**src/rtl/spi_cmd_pkg.sv**
```systemverilog
package spi_cmd_pkg;

  localparam logic [7:0] OP_CMD_WR   = 8'h48;
  localparam logic [7:0] OP_STAT_IO  = 8'h80;
  localparam logic [7:0] OP_RESP_IO  = 8'hC0;
  localparam logic [7:0] OP_STAT_ALT = 8'hA0;
  localparam logic [7:0] OP_RESP_ALT = 8'hE0;

  typedef enum logic [2:0] {
    ST_IDLE,
    ST_OPC,
    ST_WR,
    ST_RD,
    ST_IGN
  } port_state_t;

  typedef struct packed {
    logic legal;
    logic is_wr;
    logic is_long;
    logic on_alt;
  } op_info_t;

  // Map an opcode to its operation; anything unlisted is illegal.
  function automatic op_info_t decode_op(input logic [7:0] op);
    op_info_t r;
    r = '0;
    case (op)
      OP_CMD_WR:   begin r.legal = 1'b1; r.is_wr = 1'b1; end
      OP_STAT_IO:  begin r.legal = 1'b1; end
      OP_RESP_IO:  begin r.legal = 1'b1; r.is_long = 1'b1; end
      OP_STAT_ALT: begin r.legal = 1'b1; r.on_alt = 1'b1; end
      OP_RESP_ALT: begin r.legal = 1'b1; r.is_long = 1'b1; r.on_alt = 1'b1; end
      default:     r = '0;
    endcase
    return r;
  endfunction

  // Count up, but stop one past the limit so "too many" stays visible.
  function automatic int unsigned sat_next(input int unsigned cnt,
                                           input int unsigned limit);
    return (cnt > limit) ? cnt : cnt + 1;
  endfunction

  // Number of bits a read frame carries.
  function automatic int unsigned read_len(input logic is_long,
                                           input int unsigned frame_bits);
    return is_long ? frame_bits : 8;
  endfunction

endpackage

```
**src/rtl/spi_cmd_sync.sv**
```systemverilog
module spi_cmd_sync #(
  parameter int STAGES = 2
) (
  input  logic clk,
  input  logic rst_n,
  input  logic sclk_pin,
  input  logic csn_pin,
  input  logic sdi_pin,
  output logic sclk_rise,
  output logic sclk_fall,
  output logic csn_hi,
  output logic csn_rise,
  output logic sdi
);
  // bit 0 serial clock, bit 1 select, bit 2 data
  localparam logic [2:0] RST_VAL = 3'b010;

  logic [2:0] pin_v;
  logic [2:0] stg [STAGES];
  logic [2:0] cur;
  logic [1:0] prev;

  assign pin_v = {sdi_pin, csn_pin, sclk_pin};

  always_ff @(posedge clk or negedge rst_n) begin
    if (!rst_n) begin
      for (int i = 0; i < STAGES; i++) stg[i] <= RST_VAL;
      prev <= RST_VAL[1:0];
    end else begin
      stg[0] <= pin_v;
      for (int i = 1; i < STAGES; i++) stg[i] <= stg[i-1];
      prev <= stg[STAGES-1][1:0];
    end
  end

  assign cur       = stg[STAGES-1];
  assign sclk_rise = cur[0] & ~prev[0];
  assign sclk_fall = ~cur[0] & prev[0];
  assign csn_hi    = cur[1];
  assign csn_rise  = cur[1] & ~prev[1];
  assign sdi       = cur[2];

endmodule

```
**src/rtl/spi_cmd_rx.sv**
```systemverilog
module spi_cmd_rx #(
  parameter int WR_BITS = 64
) (
  input  logic               clk,
  input  logic               rst_n,
  input  logic               clear,
  input  logic               rise,
  input  logic               sdi,
  input  logic               op_phase,
  input  logic               wr_phase,
  output logic               op_done,
  output logic [7:0]         op_byte,
  output logic               wr_exact,
  output logic [WR_BITS-1:0] wr_word
);
  import spi_cmd_pkg::*;

  localparam int CW = $clog2(WR_BITS + 2);

  logic [2:0]    op_cnt;
  logic [CW-1:0] wr_cnt;

  always_ff @(posedge clk or negedge rst_n) begin
    if (!rst_n) begin
      op_cnt  <= '0;
      op_byte <= '0;
      op_done <= 1'b0;
      wr_cnt  <= '0;
      wr_word <= '0;
    end else if (clear) begin
      op_cnt  <= '0;
      op_done <= 1'b0;
      wr_cnt  <= '0;
    end else begin
      op_done <= 1'b0;
      if (op_phase && rise) begin
        op_byte <= {op_byte[6:0], sdi};
        op_cnt  <= op_cnt + 3'd1;
        op_done <= (op_cnt == 3'd7);
      end
      if (wr_phase && rise) begin
        if (int'(wr_cnt) < WR_BITS) wr_word <= {wr_word[WR_BITS-2:0], sdi};
        wr_cnt <= CW'(sat_next(int'(wr_cnt), WR_BITS));
      end
    end
  end

  assign wr_exact = (int'(wr_cnt) == WR_BITS);


  wr_cnt_bound_chk: assert property (@(posedge clk) disable iff (!rst_n)
    int'(wr_cnt) <= WR_BITS + 1);

endmodule

```
**src/rtl/spi_cmd_tx.sv**
```systemverilog
module spi_cmd_tx #(
  parameter int FRAME_BITS = 128
) (
  input  logic                  clk,
  input  logic                  rst_n,
  input  logic                  release_i,
  input  logic                  load,
  input  logic                  load_long,
  input  logic                  load_alt,
  input  logic [FRAME_BITS-1:0] frame_in,
  input  logic                  fall,
  output logic                  sdio_o,
  output logic                  sdio_oe,
  output logic                  alt_o,
  output logic                  alt_oe
);
  import spi_cmd_pkg::*;

  localparam int LW = $clog2(FRAME_BITS + 1);

  logic [FRAME_BITS-1:0] frame;
  logic [LW-1:0]         bits_left;
  logic                  drv_on;
  logic                  sel_alt;
  logic                  dout;

  always_ff @(posedge clk or negedge rst_n) begin
    if (!rst_n) begin
      frame     <= '0;
      bits_left <= '0;
      drv_on    <= 1'b0;
      sel_alt   <= 1'b0;
      dout      <= 1'b0;
    end else if (release_i) begin
      bits_left <= '0;
      drv_on    <= 1'b0;
    end else if (load) begin
      frame     <= frame_in;
      bits_left <= LW'(read_len(load_long, FRAME_BITS));
      sel_alt   <= load_alt;
    end else if (fall) begin
      if (bits_left != '0) begin
        dout      <= frame[FRAME_BITS-1];
        frame     <= {frame[FRAME_BITS-2:0], 1'b0};
        bits_left <= bits_left - LW'(1);
        drv_on    <= 1'b1;
      end else begin
        drv_on    <= 1'b0;
      end
    end
  end

  assign sdio_o  = dout;
  assign alt_o   = dout;
  assign sdio_oe = drv_on & ~sel_alt;
  assign alt_oe  = drv_on & sel_alt;


  release_chk: assert property (@(posedge clk) disable iff (!rst_n)
    release_i |=> (!sdio_oe && !alt_oe));


  drained_chk: assert property (@(posedge clk) disable iff (!rst_n)
    (fall && !release_i && !load && bits_left == '0) |=> !drv_on);

endmodule

```
**src/rtl/spi_cmd_port.sv**
```systemverilog
module spi_cmd_port #(
  parameter int CMD_BYTES   = 8,
  parameter int RSP_BYTES   = 16,
  parameter int SYNC_STAGES = 2
) (
  input  logic                       clk,
  input  logic                       rst_n,
  input  logic                       spi_sclk,
  input  logic                       spi_csn,
  input  logic                       spi_sdio_i,
  output logic                       spi_sdio_o,
  output logic                       spi_sdio_oe,
  output logic                       alt_dout,
  output logic                       alt_oe,
  input  logic                       cts,
  input  logic [6:0]                 status_flags,
  input  logic [8*(RSP_BYTES-1)-1:0] rsp_data,
  output logic                       cmd_valid,
  output logic [8*CMD_BYTES-1:0]     cmd_data
);
  import spi_cmd_pkg::*;

  localparam int WR_BITS    = 8 * CMD_BYTES;
  localparam int FRAME_BITS = 8 * RSP_BYTES;

  // events between the pieces, named for the assertions
  logic        sclk_rise, sclk_fall, csn_hi, csn_rise, sdi_s;
  logic        op_done, wr_exact, rd_load, commit;
  logic [7:0]  op_byte;
  logic [WR_BITS-1:0] wr_word;
  op_info_t    info;
  port_state_t state;

  spi_cmd_sync #(.STAGES(SYNC_STAGES)) u_sync (
    .clk       (clk),
    .rst_n     (rst_n),
    .sclk_pin  (spi_sclk),
    .csn_pin   (spi_csn),
    .sdi_pin   (spi_sdio_i),
    .sclk_rise (sclk_rise),
    .sclk_fall (sclk_fall),
    .csn_hi    (csn_hi),
    .csn_rise  (csn_rise),
    .sdi       (sdi_s)
  );

  spi_cmd_rx #(.WR_BITS(WR_BITS)) u_rx (
    .clk      (clk),
    .rst_n    (rst_n),
    .clear    (csn_hi),
    .rise     (sclk_rise),
    .sdi      (sdi_s),
    .op_phase (state == ST_OPC),
    .wr_phase (state == ST_WR),
    .op_done  (op_done),
    .op_byte  (op_byte),
    .wr_exact (wr_exact),
    .wr_word  (wr_word)
  );

  assign info    = decode_op(op_byte);
  assign rd_load = op_done && (state == ST_OPC) && info.legal && !info.is_wr;
  assign commit  = csn_rise && (state == ST_WR) && wr_exact;

  spi_cmd_tx #(.FRAME_BITS(FRAME_BITS)) u_tx (
    .clk       (clk),
    .rst_n     (rst_n),
    .release_i (csn_hi),
    .load      (rd_load),
    .load_long (info.is_long),
    .load_alt  (info.on_alt),
    .frame_in  ({cts, status_flags, rsp_data}),
    .fall      (sclk_fall),
    .sdio_o    (spi_sdio_o),
    .sdio_oe   (spi_sdio_oe),
    .alt_o     (alt_dout),
    .alt_oe    (alt_oe)
  );

  always_ff @(posedge clk or negedge rst_n) begin
    if (!rst_n) begin
      state <= ST_IDLE;
    end else if (csn_hi) begin
      state <= ST_IDLE;
    end else begin
      case (state)
        ST_IDLE: state <= ST_OPC;
        ST_OPC: if (op_done) begin
          if (!info.legal)     state <= ST_IGN;
          else if (info.is_wr) state <= ST_WR;
          else                 state <= ST_RD;
        end
        default: state <= state;
      endcase
    end
  end

  always_ff @(posedge clk or negedge rst_n) begin
    if (!rst_n) begin
      cmd_valid <= 1'b0;
      cmd_data  <= '0;
    end else begin
      cmd_valid <= commit;
      if (commit) cmd_data <= wr_word;
    end
  end


  valid_pulse_chk: assert property (@(posedge clk) disable iff (!rst_n)
    cmd_valid |=> !cmd_valid);


  valid_src_chk: assert property (@(posedge clk) disable iff (!rst_n)
    cmd_valid |-> ($past(state) == ST_WR));


  data_hold_chk: assert property (@(posedge clk) disable iff (!rst_n)
    !cmd_valid |-> $stable(cmd_data));


  ign_quiet_chk: assert property (@(posedge clk) disable iff (!rst_n)
    (state == ST_IGN) |-> (!spi_sdio_oe && !alt_oe));


  one_driver_chk: assert property (@(posedge clk) disable iff (!rst_n)
    !(spi_sdio_oe && alt_oe));

endmodule

```
**config.mk**
```make
export PLATFORM = sky130hd
export DESIGN_NAME = spi_cmd_port
export DESIGN_NICKNAME = d
export VERILOG_FILES = /design/src/rtl/spi_cmd_pkg.sv /design/src/rtl/spi_cmd_sync.sv /design/src/rtl/spi_cmd_rx.sv /design/src/rtl/spi_cmd_tx.sv /design/src/rtl/spi_cmd_port.sv
export SDC_FILE = /design/constraint.sdc
export NUM_CORES = 1
export LEC_CHECK = 0
export BUFFER_PORTS_ARGS = -buffer_cell sky130_fd_sc_hd__clkbuf_2
export CORE_MARGIN = 3
export CORE_UTILIZATION = 37
export CTS_BUF_LIST = sky130_fd_sc_hd__clkbuf_16
export DETAILED_ROUTE_END_ITERATION = 8
export PLACE_DENSITY = 0.63
export SLEW_MARGIN = 10
export SYNTH_ARGS = -nofsm -noshare
export SYNTH_HDL_FRONTEND = slang
export SYNTH_HIERARCHICAL = 1
export SYNTH_SLANG_ARGS = --single-unit
```
**constraint.sdc**
```tcl
create_clock -name clk -period 2.68 [get_ports clk]
set_input_delay 0.134 -clock clk [delete_from_list [all_inputs] [get_ports clk]]
set_output_delay 0.134 -clock clk [all_outputs]
set_load 0.01 [all_outputs]
```
# Word level (Yosys, flattened, before mapping)

Cells that the tools add are included.

Register bits after elaboration: 298
Input bits: 133
Output and inout bits: 69
Word-level logic and storage cells: 102

Add/sub/neg operators: 3
Magnitude comparators: 2
Eq/ne operators: 12
Mux-type cells: 28
Bitwise operators: 11
Reductions and logical operators: 30

Operators by type and width:

| operator              | number |
|---|---|
| $mux W128             | 3 |
| $mux W8               | 5 |
| $eq A8 B8 Y1 const B  | 4 |
| $mux W7               | 3 |
| $mux W3               | 5 |
| $reduce_and A2 Y1     | 6 |
| $mux W1               | 11 |
| $reduce_bool A2 Y1    | 5 |
| $reduce_bool A3 Y1    | 3 |
| $eq A8 B7 Y1 const B  | 1 |
| $reduce_bool A8 Y1    | 1 |
| $sub A8 B1 Y8 const B | 1 |
| $add A7 B1 Y7 const B | 1 |
| $eq A7 B7 Y1 const B  | 1 |
| $gt A7 B7 Y1 const B  | 1 |
| $logic_and A1 B1 Y1   | 7 |
| $lt A7 B7 Y1 const B  | 1 |
| $not A1 Y1            | 6 |
| $pmux W3 S2           | 1 |
| $reduce_and A3 Y1     | 2 |
| $and A1 B1 Y1         | 5 |
| $reduce_or A5 Y1      | 1 |
| $reduce_and A4 Y1     | 1 |
| $reduce_or A2 Y1      | 2 |
| other kinds (9)       | 9 |

# Longest topological paths before layout

Gate-level depths: netlist of run 1.

Word-level depth: 7
Mapped depth: 9
Depth with buffers taken out: 6

# Cells and area by module

The synthesis of run 1 kept the hierarchy.

By module, submodules not included:

| module       | times used | cells each | area an instance (µm²) | seq. area each (µm²) |
|---|---|---|---|---|
| spi_cmd_tx   | 1          | 490        | 7,479.7                | 3,478.3 |
| spi_cmd_rx   | 1          | 211        | 3,289.4                | 2,077.0 |
| spi_cmd_port | 1          | 160        | 2,874.0                | 1,701.6 |
| spi_cmd_sync | 1          | 11         | 225.2                  | 203.9 |

# Worst setup path after synthesis of run 1

No wires, ideal clock.

Path type: reg2reg
Start: reg u_rx.op_byte[2]
End: reg u_tx.frame[72]
Setup time: 0.125 ns
Arrival: 2.368 ns
Data required time: 2.555 ns
Setup slack: 0.187 ns
Cell stages (with the launch flop): 9
Buffers on the path: 3
Period minus slack after synthesis: 2.493 ns
Cell sequence: dfrtp_1 nor4_1 nand2_1 nor2_1 buf_2 buf_2 buf_1 mux2_2 mux2_2

Word-level cells in the longest chain between the ends: 7
Elaborated cells between the ends (all ways): 15
Classes of those cells: eq/ne: 5; mux: 3; reduce/logical: 7

Ends and longest elaborated chain:

| element                                      | line               | RTL |
|---|---|---|
| start: declaration                           | spi_cmd_rx.sv:12   | `output logic [7:0] op_byte,` |
| start signal: assignment                     | spi_cmd_rx.sv:37   | `op_byte <= {op_byte[6:0], sdi};` |
| $eq A8 B8 Y1 or $eq A8 B7 Y1 (tied branches) | spi_cmd_pkg.sv:28  | `case (op)` |
| $reduce_or A5 Y1 (no line)                   | n/a                |  |
| $mux W1                                      | spi_cmd_pkg.sv:28  |  |
| $logic_and A1 B1 Y1                          | spi_cmd_port.sv:62 | `assign rd_load = op_done && (state == ST_OPC) && info.legal && !info.is_wr;` |
| $logic_and A1 B1 Y1 (*)                      | spi_cmd_port.sv:62 |  |
| net rd_load                                  | spi_cmd_port.sv:28 | `logic op_done, wr_exact, rd_load, commit;` |
| $reduce_bool A2 Y1 (no line)                 | n/a                |  |
| $reduce_and A3 Y1 (no line)                  | n/a                |  |
| end signal: assignment                       | spi_cmd_tx.sv:38   | `frame <= frame_in;` |
| end signal: assignment                       | spi_cmd_tx.sv:44   | `frame <= {frame[FRAME_BITS-2:0], 1'b0};` |
| end: declaration                             | spi_cmd_tx.sv:21   | `logic [FRAME_BITS-1:0] frame;` |

Mark *: on every way through the listed nets, which the timed path passes. The rest lies on a longest branch.
A chain may end at the register's enable or synchronous reset.

# Worst setup path in the final report of run 1

Start: reg u_rx.op_byte[2]
End: reg u_tx.frame[35]

The elaborated chain is that of the path after synthesis.

==> results of run 1 <==
## synth_stat cells (2+ instances only)
master	count
dfrtp_1	295
mux2_2	233
mux2_4	149
buf_12	16
nand2_1	16
nor2_1	16
clkbuf_1	11
inv_1	11
buf_6	10
mux2_1	10
a21oi_1	9
buf_2	6
nor2b_1	6
ha_1	5
o21ai_0	5
nand3_1	4
a211oi_1	3
and2_1	3
and3_1	3
dfstp_2	3
mux2i_1	3
nor3_1	3
nor4_1	3
o31ai_1	3
or2_2	3
xor2_1	3
buf_4	2
nor3b_2	2
nor4b_1	2
or3_1	2
or3_2	2
or4_1	2
or4b_1	2
## routing by layer
layer  track usage (%)  wire length (microns)  vias up  share of wire (%)
li1                  -                      -     3842                  -
met1              20.0                  13300     4049                 47
met2              21.9                  12500      194                 44
met3              3.37                   1470       49                5.2
met4              5.82                    879        0                3.1
met5                 0                      0        -                  0
## per-stage QoR
step                setup WS (ns)  total power, W
floorplan                   0.187         0.00470
global placement            0.219         0.00494
detailed placement          0.191         0.00495
CTS                         0.168         0.00986
global route               0.0547          0.0101
finish                      0.175         0.00965
## cell families (layout without fill, tap and decap cells)
logic type | after synthesis | count (layout) | synth area share, %
mux | 395 | 395 | 36.1
flops | 298 | 298 | 53.8
simple gates | 85 | 85 | 3.90
buf+inv | 57 | 432 | 4.07
compound gates | 28 | 28 | 1.45
fa+ha+maj | 5 | 5 | 0.451
xor+xnor | 4 | 4 | 0.253
other cells | 0 | 2 | 0
## state kept, by name, summed over array words and instances, names as in the netlist
signal and flops:
u_tx/frame 128, cmd_data 64, u_rx/wr_word 64, u_rx/op_byte 8
u_tx/bits_left 8, u_rx/wr_cnt 7, state 3, u_rx/op_cnt 3
u_sync/cur 3, u_sync/stg 3, u_sync/prev 2, cmd_valid 1
u_rx/op_done 1, u_tx/alt_o 1, u_tx/drv_on 1, u_tx/sel_alt 1
## how the worst max path moves through the flow
stage | endpoint | slack, ns | depth (start not counted)
detailed placement | u_tx/frame[35]$_DFFE_PN0P_ | 0.19 | 9
floorplan | u_tx/frame[72]$_DFFE_PN0P_ | 0.19 | 8
finish | u_tx/frame[35]$_DFFE_PN0P_ | 0.17 | 9
global route | u_tx/frame[14]$_DFFE_PN0P_ | 0.05 | 9
CTS | u_tx/frame[35]$_DFFE_PN0P_ | 0.17 | 9
global placement | u_tx/frame[55]$_DFFE_PN0P_ | 0.22 | 7
## cells in the final DEF, fill, tap and decap left out, types with 4 or more instances in the layout
cell type        n
buf_12          13
buf_4           13
clkbuf_16       37
inv_1           20
ha_1             5
dlygate4sd3_1  131
nand3_1          4
mux2_1          10
o21ai_0          5
mux2_2         233
dfrtp_1        295
nor2b_1          6
clkbuf_2       200
nor2_1          15
nand2_1         16
a21oi_1          9
mux2_4         149
clkinv_1         8
## layout make-up
type	instances	area share [%]
clock inverter	26	1.09
antenna	2	0.0282
multi-input combinational	517	33.0
clock buffer	37	5.21
sequential	298	42.0
timing repair buffer	358	15.1
inverter	11	0.232
tap	468	3.30
## where the power goes
part	switching, W	internal [W]	total (W)
combinational	0.000189	0.000253	0.000443
clock	0.00186	0.00278	0.00464
sequential	0.0000333	0.00454	0.00457
total	0.00208	0.00758	0.00965
## critical path, cell delays in order, from the launching register on
cell and delay, ns:
dfrtp_1 0.38, nor4_1 0.30, buf_4 0.17, nand2_1 0.09, nor2_4 0.19, inv_1 0.14, a311oi_4 0.28, buf_12 0.25
buf_4 0.23, mux2_4 0.32
## repair_timing
action	CTS	global route
hold endpoints to repair	331	0
setup buffers	0	0
hold buffers	131	0
==> run metrics, run 1 <==
status complete, no violations; Worst setup EP type flip-flop; Synth Flop Type dfrtp_1; R2R depth 9; DP Wirelength 17400 microns; Final ANT Viol Nets 0; syn nets 1010; Core Box Area 36800 sq um; post-layout net count 1360; post-CTS sizing 0; Worst R2R Start u_rx/op_byte[2]$_DFFE_PN0P_; worst r2r dst u_tx/frame[35]$_DFFE_PN0P_; placed inst area 15300 sq um; Setup CP Type reg2reg; final wirelength 28200 microns; share of the synthesized area in the top cell type 53.2%; worst setup path startpoint u_rx/op_byte[2]$_DFFE_PN0P_; fmax 399 MHz; # DRC 0; Fin Clk Skew 0.00964 ns; final hold violation count 0; Warnings, synthesis 6; area occupied by multi-input gates 5860 sq um; fin crit share 93.5%; initial antenna violation count 2; largest cells by area after synthesis dfrtp_1 (53%), mux2_2 (19%), mux2_4 (16%), buf_12 (2.3%), buf_6 (0.81%); largest net degree at the start of global routing 109; total grt overflow 0; drt wl/cell 16.4 microns; RSZ-0062 raised after global routing no; CTS Buf Count 36; number of flops mapped to enable cells by yosys 0; H-tree depth 2; Sink Count 298; leakage 8.86 nW; Worst Hold Class in2async; total area of sequential cells 7460 sq um; crit-path max FO 21; via count 8134; Worst Path Required 3.09 ns; Max-Cap Viols 0; synthesis-to-layout area growth 28.1%; Cell Area, Synth 13900 sq um; area leader, netlist dfrtp_1; Vias/cell 4.74; IO Pins 202; crit path DAT 2.91 ns; first-pass GRT wire length 46500 microns; die height 200 microns; Pwr Density 544 nW/um^2; Fin Hold WS 0.146 ns; DIE AREA 39800 sq um; max-slew violation total from the final report 0; layout cells sized above 1 54.5%; gr usage total 14.4%; Final Util 48.3%; min Tclk post-route 2.51 ns; Final Instance Area 17800 sq um; sequential share of the synthesized area 53.8%; cells after synthesis 872; clock root buffer clkbuf_16; clock slew at reported path FFs 0.06 ns; Cell Count, Final, Fillers Out 1717; maximum vdd drop 0.000363 V; Clock Latency Late Sink 0.53 ns; vias in the first global route 8836; GPL Wtd Cong 0.724; DR iter-0 viols 265; Final setup viols 0; r2r setup slk 0.17 ns; initial core utilization 37.7%; # fillers 3165; DP Cell Count 1521; Die X 200 microns; #FFs+latches synth 298; clock buffer depth 3; Yosys cell types 59; Slew HR 54.9%; Worst Tran Pin Value 0.677 ns; TritonCTS clock tree done; Mapped Avg Cell Area 15.9 sq um; Fin Setup TNS 0 ns; Rows 70; asr flop ratio synth 100%; I/O Buffers 201; DRT Pass-1 Iters 4; CP Launch Type flip-flop
Power figures use the tool's default switching activity.
==> run 2: changes to the inputs <==
--- a/config.mk
+++ b/config.mk
@@ -7,10 +7,11 @@
 export LEC_CHECK = 0
 export BUFFER_PORTS_ARGS = -buffer_cell sky130_fd_sc_hd__clkbuf_2
 export CORE_MARGIN = 3
-export CORE_UTILIZATION = 37
+export CORE_UTILIZATION = 52
 export CTS_BUF_LIST = sky130_fd_sc_hd__clkbuf_16
 export DETAILED_ROUTE_END_ITERATION = 8
-export PLACE_DENSITY = 0.63
+export PLACE_DENSITY = 0.82
+export REMOVE_ABC_BUFFERS = 1
 export SLEW_MARGIN = 10
 export SYNTH_ARGS = -nofsm -noshare
 export SYNTH_HDL_FRONTEND = slang
==> run metrics, run 2 (same netlist as run 1, synthesis figures left out) <==
status complete, no violations; Slew HR 49.5%; Sink Count 298; cell repeated most along the worst path buf_12; # DRC 0; vias in the first global route 8991; DR iter-0 viols 370; crit path DAT 2.85 ns; CP Launch Type flip-flop; GPL Wtd Cong 0.780; Core Box Area 26100 sq um; Buf+Inv Stages, Crit Path 2; clock root buffer clkbuf_16; initial antenna violation count 2; commonest non-fill, non-tap cell in the layout dfrtp_1; CP max-delay cell dfrtp_1; leakage 8.63 nW; gr usage total 20.1%; H-tree depth 2; Die X 169 microns; largest net degree at the start of global routing 98; clock slew at reported path FFs 0.06 ns; r2r setup slk 0.20 ns; Clock Latency Late Sink 0.50 ns; first-pass GRT wire length 47100 microns; layout cells sized above 1 56.8%; Worst setup EP type flip-flop; TritonCTS clock tree done; Cell Count, Final, Fillers Out 1534; fin crit share 92.4%; Final setup viols 0; Top reg by flops u_tx/frame; drt wl/cell 18.6 microns; DP Cell Count 1388; fmax 404 MHz; initial core utilization 53.1%; total grt overflow 0; DIE AREA 28700 sq um; DRT Pass-1 Iters 4; IO Pins 202; via count 8095; Setup CP Type reg2reg; clock buffer depth 3; Pwr Density 551 nW/um^2; largest registers u_tx/frame x128, cmd_data x64, u_rx/wr_word x64; CTS Buf Count 34; RSZ-0062 raised after global routing no; commonest non-fill, non-tap cells in the layout dfrtp_1 (295), mux2_2 (233), clkbuf_2 (200); synthesis-to-layout area growth 23.1%; final hold violation count 0; Fin Hold WS 0.0132 ns; I/O Buffers 201; CP delay by family, top simple AND/OR/NAND/NOR gates; max incr delay on CP 0.40 ns; Worst Path Required 3.05 ns; Worst Hold Class in2reg; postcts setup bufs 0; Rows 59; Max-Cap Viols 0; DP Wirelength 17800 microns; Final ANT Viol Nets 0; Fin Clk Skew 0.00931 ns; crit-path max FO 29; number of flip-flops in the largest register 128; Worst Tran Pin Value 0.757 ns; maximum vdd drop 0.000509 V; CP cell instances nor4_2, nand2_1, nor2_4, nor2_1, a311oi_4, buf_12, buf_12, mux2_4; max-slew violation total from the final report 0; final wirelength 28500 microns; min Tclk post-route 2.48 ns; post-layout net count 1311; die height 169 microns; Vias/cell 5.28
run 2: cell types whose count changed in the layout (fill, tap and decap cells not counted), sizes merged:
| cell | delta |
|---|---|
| dlygate4sd3 | -47 |
| inv | -2 |
| bufinv | -1 |
| clkinv | -1 |
| clkinvlp | +1 |
run 2: worst register-to-register path, stage by stage (launching register included):
cell and delay, ns:
dfrtp_1 0.40, nor4_2 0.34, nand2_1 0.16, nor2_4 0.20, nor2_1 0.10, a311oi_4 0.36, buf_12 0.21, buf_12 0.26
mux2_4 0.34
run 2: what timing repair did:
action | 4_1_cts | 5_1_grt
hold buffers | 84 | 0
setup endpoints to repair | 0 | 1
endpoints found under the hold margin | 171 | 0
gates resized for setup | 0 | 2
run 2: power breakdown:
group	switching [W]	internal, W
logic	0.000182	0.000211
clock network	0.00178	0.00267
registers	0.0000310	0.00454
run 2: metrics by stage:
step	TNS, ns	util, %	total power [W]	area [sq um]	setup slack [ns]
finish	0	65.3	0.00941	17100	0.203
global route	0	65.3	0.00973	17100	0.0394
CTS	0	65.2	0.00950	17100	0.119
detailed placement	0	57.9	0.00494	15100	0.148
global placement	0	57.9	0.00493	15100	0.190
floorplan	-1796.64	-	0.00470	13300	-13.63
run 2: path summary, 6_finish.rpt:
path	startpoint	end	depth (start not counted)
setup / recovery	u_rx/op_byte[2]$_DFFE_PN0P_	u_tx/frame[64]$_DFFE_PN0P_	8
hold / removal	rsp_data[14]	u_tx/frame[14]$_DFFE_PN0P_	3
setup reg to reg	u_rx/op_byte[2]$_DFFE_PN0P_	u_tx/frame[64]$_DFFE_PN0P_	8
hold reg to reg	u_sync/stg[4]$_DFF_PN1_	u_sync/cur[1]$_DFF_PN1_	0
max in group asynchronous	rst_n	u_sync/stg[4]$_DFF_PN1_	3
min in group asynchronous	rst_n	cmd_data[21]$_DFFE_PN0P_	2
run 2: final cells by class:
| class | instances | area, sq um |
|---|---|---|
| fill | 1831 | 9070 |
| timing repair buffer | 311 | 2190 |
| antenna | 2 | 5.00 |
| clock inverter | 23 | 151 |
| multi-input combinational | 517 | 5870 |
| sequential | 298 | 7460 |
| clock buffer | 37 | 926 |
| tap | 335 | 419 |
| inverter | 11 | 41.3 |
run 2: layer usage:
metal / vias to the layer above / wire (microns) / GRT usage, %
met2: 170 / 14900 / 35.3
met4: 0 / 929 / 7.01
met1: 4123 / 11700 / 25.3
met3: 68 / 986 / 3.31
li1: 3734 / - / -
met5: - / 0 / 0
==> run 3: changes to the inputs <==
--- a/config.mk
+++ b/config.mk
@@ -7,10 +7,10 @@
 export LEC_CHECK = 0
 export BUFFER_PORTS_ARGS = -buffer_cell sky130_fd_sc_hd__clkbuf_2
 export CORE_MARGIN = 3
-export CORE_UTILIZATION = 52
+export CORE_UTILIZATION = 57
 export CTS_BUF_LIST = sky130_fd_sc_hd__clkbuf_16
 export DETAILED_ROUTE_END_ITERATION = 8
-export PLACE_DENSITY = 0.82
+export PLACE_DENSITY = 0.85
 export REMOVE_ABC_BUFFERS = 1
 export SLEW_MARGIN = 10
 export SYNTH_ARGS = -nofsm -noshare
==> constraint.sdc (replaced) <==
create_clock -name clk -period 2.49 [get_ports clk]
set_input_delay 0.1245 -clock clk [delete_from_list [all_inputs] [get_ports clk]]
set_output_delay 0.1245 -clock clk [all_outputs]
set_load 0.01 [all_outputs]
==> run metrics, run 3 (same netlist as run 1, synthesis figures left out) <==
status complete, no violations; Max-Cap Viols 0; clock buffer depth 3; DRT Pass-1 Iters 4; largest registers u_tx/frame x128, cmd_data x64, u_rx/wr_word x64; commonest non-fill, non-tap cells in the layout dfrtp_1 (295), mux2_2 (233), clkbuf_2 (200); commonest non-fill, non-tap cell in the layout dfrtp_1; DP Cell Count 1379; I/O Buffers 201; gr usage total 23.9%; Critical Path End u_tx/frame[127]$_DFFE_PN0P_; area occupied by multi-input gates 5880 sq um; R2R depth 9; fin crit share 97.1%; Slew HR 54.9%; worst setup path startpoint u_rx/op_byte[2]$_DFFE_PN0P_; Core Box Area 23700 sq um; crit-path max FO 18; Final setup viols 0; Sink Count 298; Setup CP Type reg2reg; maximum vdd drop 0.000556 V; clock slew at reported path FFs 0.06 ns; first-pass GRT wire length 50000 microns; Final Instance Area 17600 sq um; Pwr Density 559 nW/um^2; r2r setup slk 0.07 ns; Worst Path Required 2.91 ns; Worst R2R Start u_rx/op_byte[2]$_DFFE_PN0P_; final hold violation count 0; crit path DAT 2.84 ns; final setup margin 0.0732 ns; Internal Pwr Total 0.00771 W; CTS Buf Count 30; synthesis-to-layout area growth 27.0%; placed inst area 15200 sq um; Clock Latency Late Sink 0.55 ns; Fin Clk Skew 0.0160 ns; Seq pwr share 50.0%; Psw 0.00214 W; fmax 414 MHz; drt wl/cell 20.0 microns; Fin Hold WS 0.192 ns; total grt overflow 0; Net Sw Frac 21.7%; Rows 56; Worst Hold Class in2async; DIE AREA 26200 sq um; max-slew violation total from the final report 0; Worst Tran Pin Value 0.676 ns; layout cells sized above 1 55.0%; Vias/cell 5.40; total area of sequential cells 7460 sq um; Place WS 0.00768 ns; CP Launch Type flip-flop; GPL Wtd Cong 0.775; leakage 8.87 nW; Clk pwr share 44.8%; combinational share of power 5.1%; largest net degree at the start of global routing 102; # fillers 1409; H-tree depth 1; DP Wirelength 17700 microns; min Tclk post-route 2.42 ns; initial core utilization 58.6%; DR iter-0 viols 418; via count 8510; final wirelength 31500 microns; die height 162 microns; initial antenna violation count 6; number of flip-flops in the largest register 128; Cell Count, Final, Fillers Out 1577; post-layout net count 1368; worst r2r dst u_tx/frame[127]$_DFFE_PN0P_; Final ANT Viol Nets 0; # DRC 0; Die X 162 microns; Top reg by flops u_tx/frame; clock root buffer clkbuf_16; vias in the first global route 9314; TritonCTS clock tree done; Worst setup EP type flip-flop; IO Pins 202
-- run 3: cell count changes in the layout (fill, tap and decap cells not counted), sizes merged --
cell	delta
inv	-2
dlygate4sd3	+48
clkinvlp	-1
diode	+3
clkinv	+3
buf	+11
bufinv	+1
clkbuf	-4
-- run 3: worst min-delay path by stage --
stage                                to  cells after the start
2_1_floorplan   cmd_data[0]$_DFFE_PN0P_                      0
3_3_place_gp   cmd_data[20]$_DFFE_PN0P_                      1
3_5_place_dp   cmd_data[19]$_DFFE_PN0P_                      1
4_1_cts        cmd_data[19]$_DFFE_PN0P_                      2
5_1_grt         u_sync/stg[4]$_DFF_PN1_                      2
6_report       cmd_data[19]$_DFFE_PN0P_                      2
-- run 3: final cells by class --
cell class	count	share of cell area (%)
antenna	5	0.0710
clock buffer	31	4.40
clock inverter	24	1.00
inverter	11	0.234
multi-input combinational	517	33.4
sequential	298	42.4
tap	319	2.27
timing repair buffer	372	16.2
-- run 3: power groups by stage --
stage / combinational [W] / sequential (W) / clock, W
4_1_cts: 0.000496 / 0.00492 / 0.00447
3_5_place_dp: 0.000325 / 0.00500 / 0
6_report: 0.000507 / 0.00493 / 0.00442
5_1_grt: 0.000557 / 0.00493 / 0.00474
2_1_floorplan: 0.0000615 / 0.00500 / 0
3_3_place_gp: 0.000319 / 0.00500 / 0
-- run 3: metal layers --
| metal | vias to the layer above | track usage [%] | part of all wire [%] |
|---|---|---|---|
| li1 | 3864 | - | - |
| met1 | 4324 | 29.5 | 39 |
| met2 | 212 | 41.3 | 51 |
| met3 | 108 | 3.93 | 4.1 |
| met4 | 2 | 11.1 | 5.0 |
| met5 | - | 0 | 0.041 |
-- run 3: stage by stage --
stage          total power, W  TNS (ns)  utilization (%)
2_1_floorplan         0.00506  -1835.21                -
3_3_place_gp          0.00532         0             64.2
3_5_place_dp          0.00533         0             64.2
4_1_cts               0.00988         0             73.9
5_1_grt                0.0102   -0.0328             74.4
6_report              0.00985         0             74.4
-- run 3: repair_timing --
| action | 4_1_cts | 5_1_grt |
|---|---|---|
| gates cloned | 0 | 2 |
| endpoints found under the hold margin | 205 | 0 |
| pin swaps | 0 | 3 |
| hold buffers | 132 | 0 |
| buffers inserted | 0 | 4 |
| setup endpoints to repair | 20 | 123 |
| gates resized for setup | 1 | 6 |
-- run 3: critical path, cell delays in order, from the launching register on --
cell	delay, ns
dfrtp_1	0.42
nor4_4	0.34
nand2_2	0.12
nor2_4	0.16
inv_2	0.09
a311oi_4	0.29
buf_6	0.17
buf_12	0.15
buf_12	0.19
mux2_2	0.35
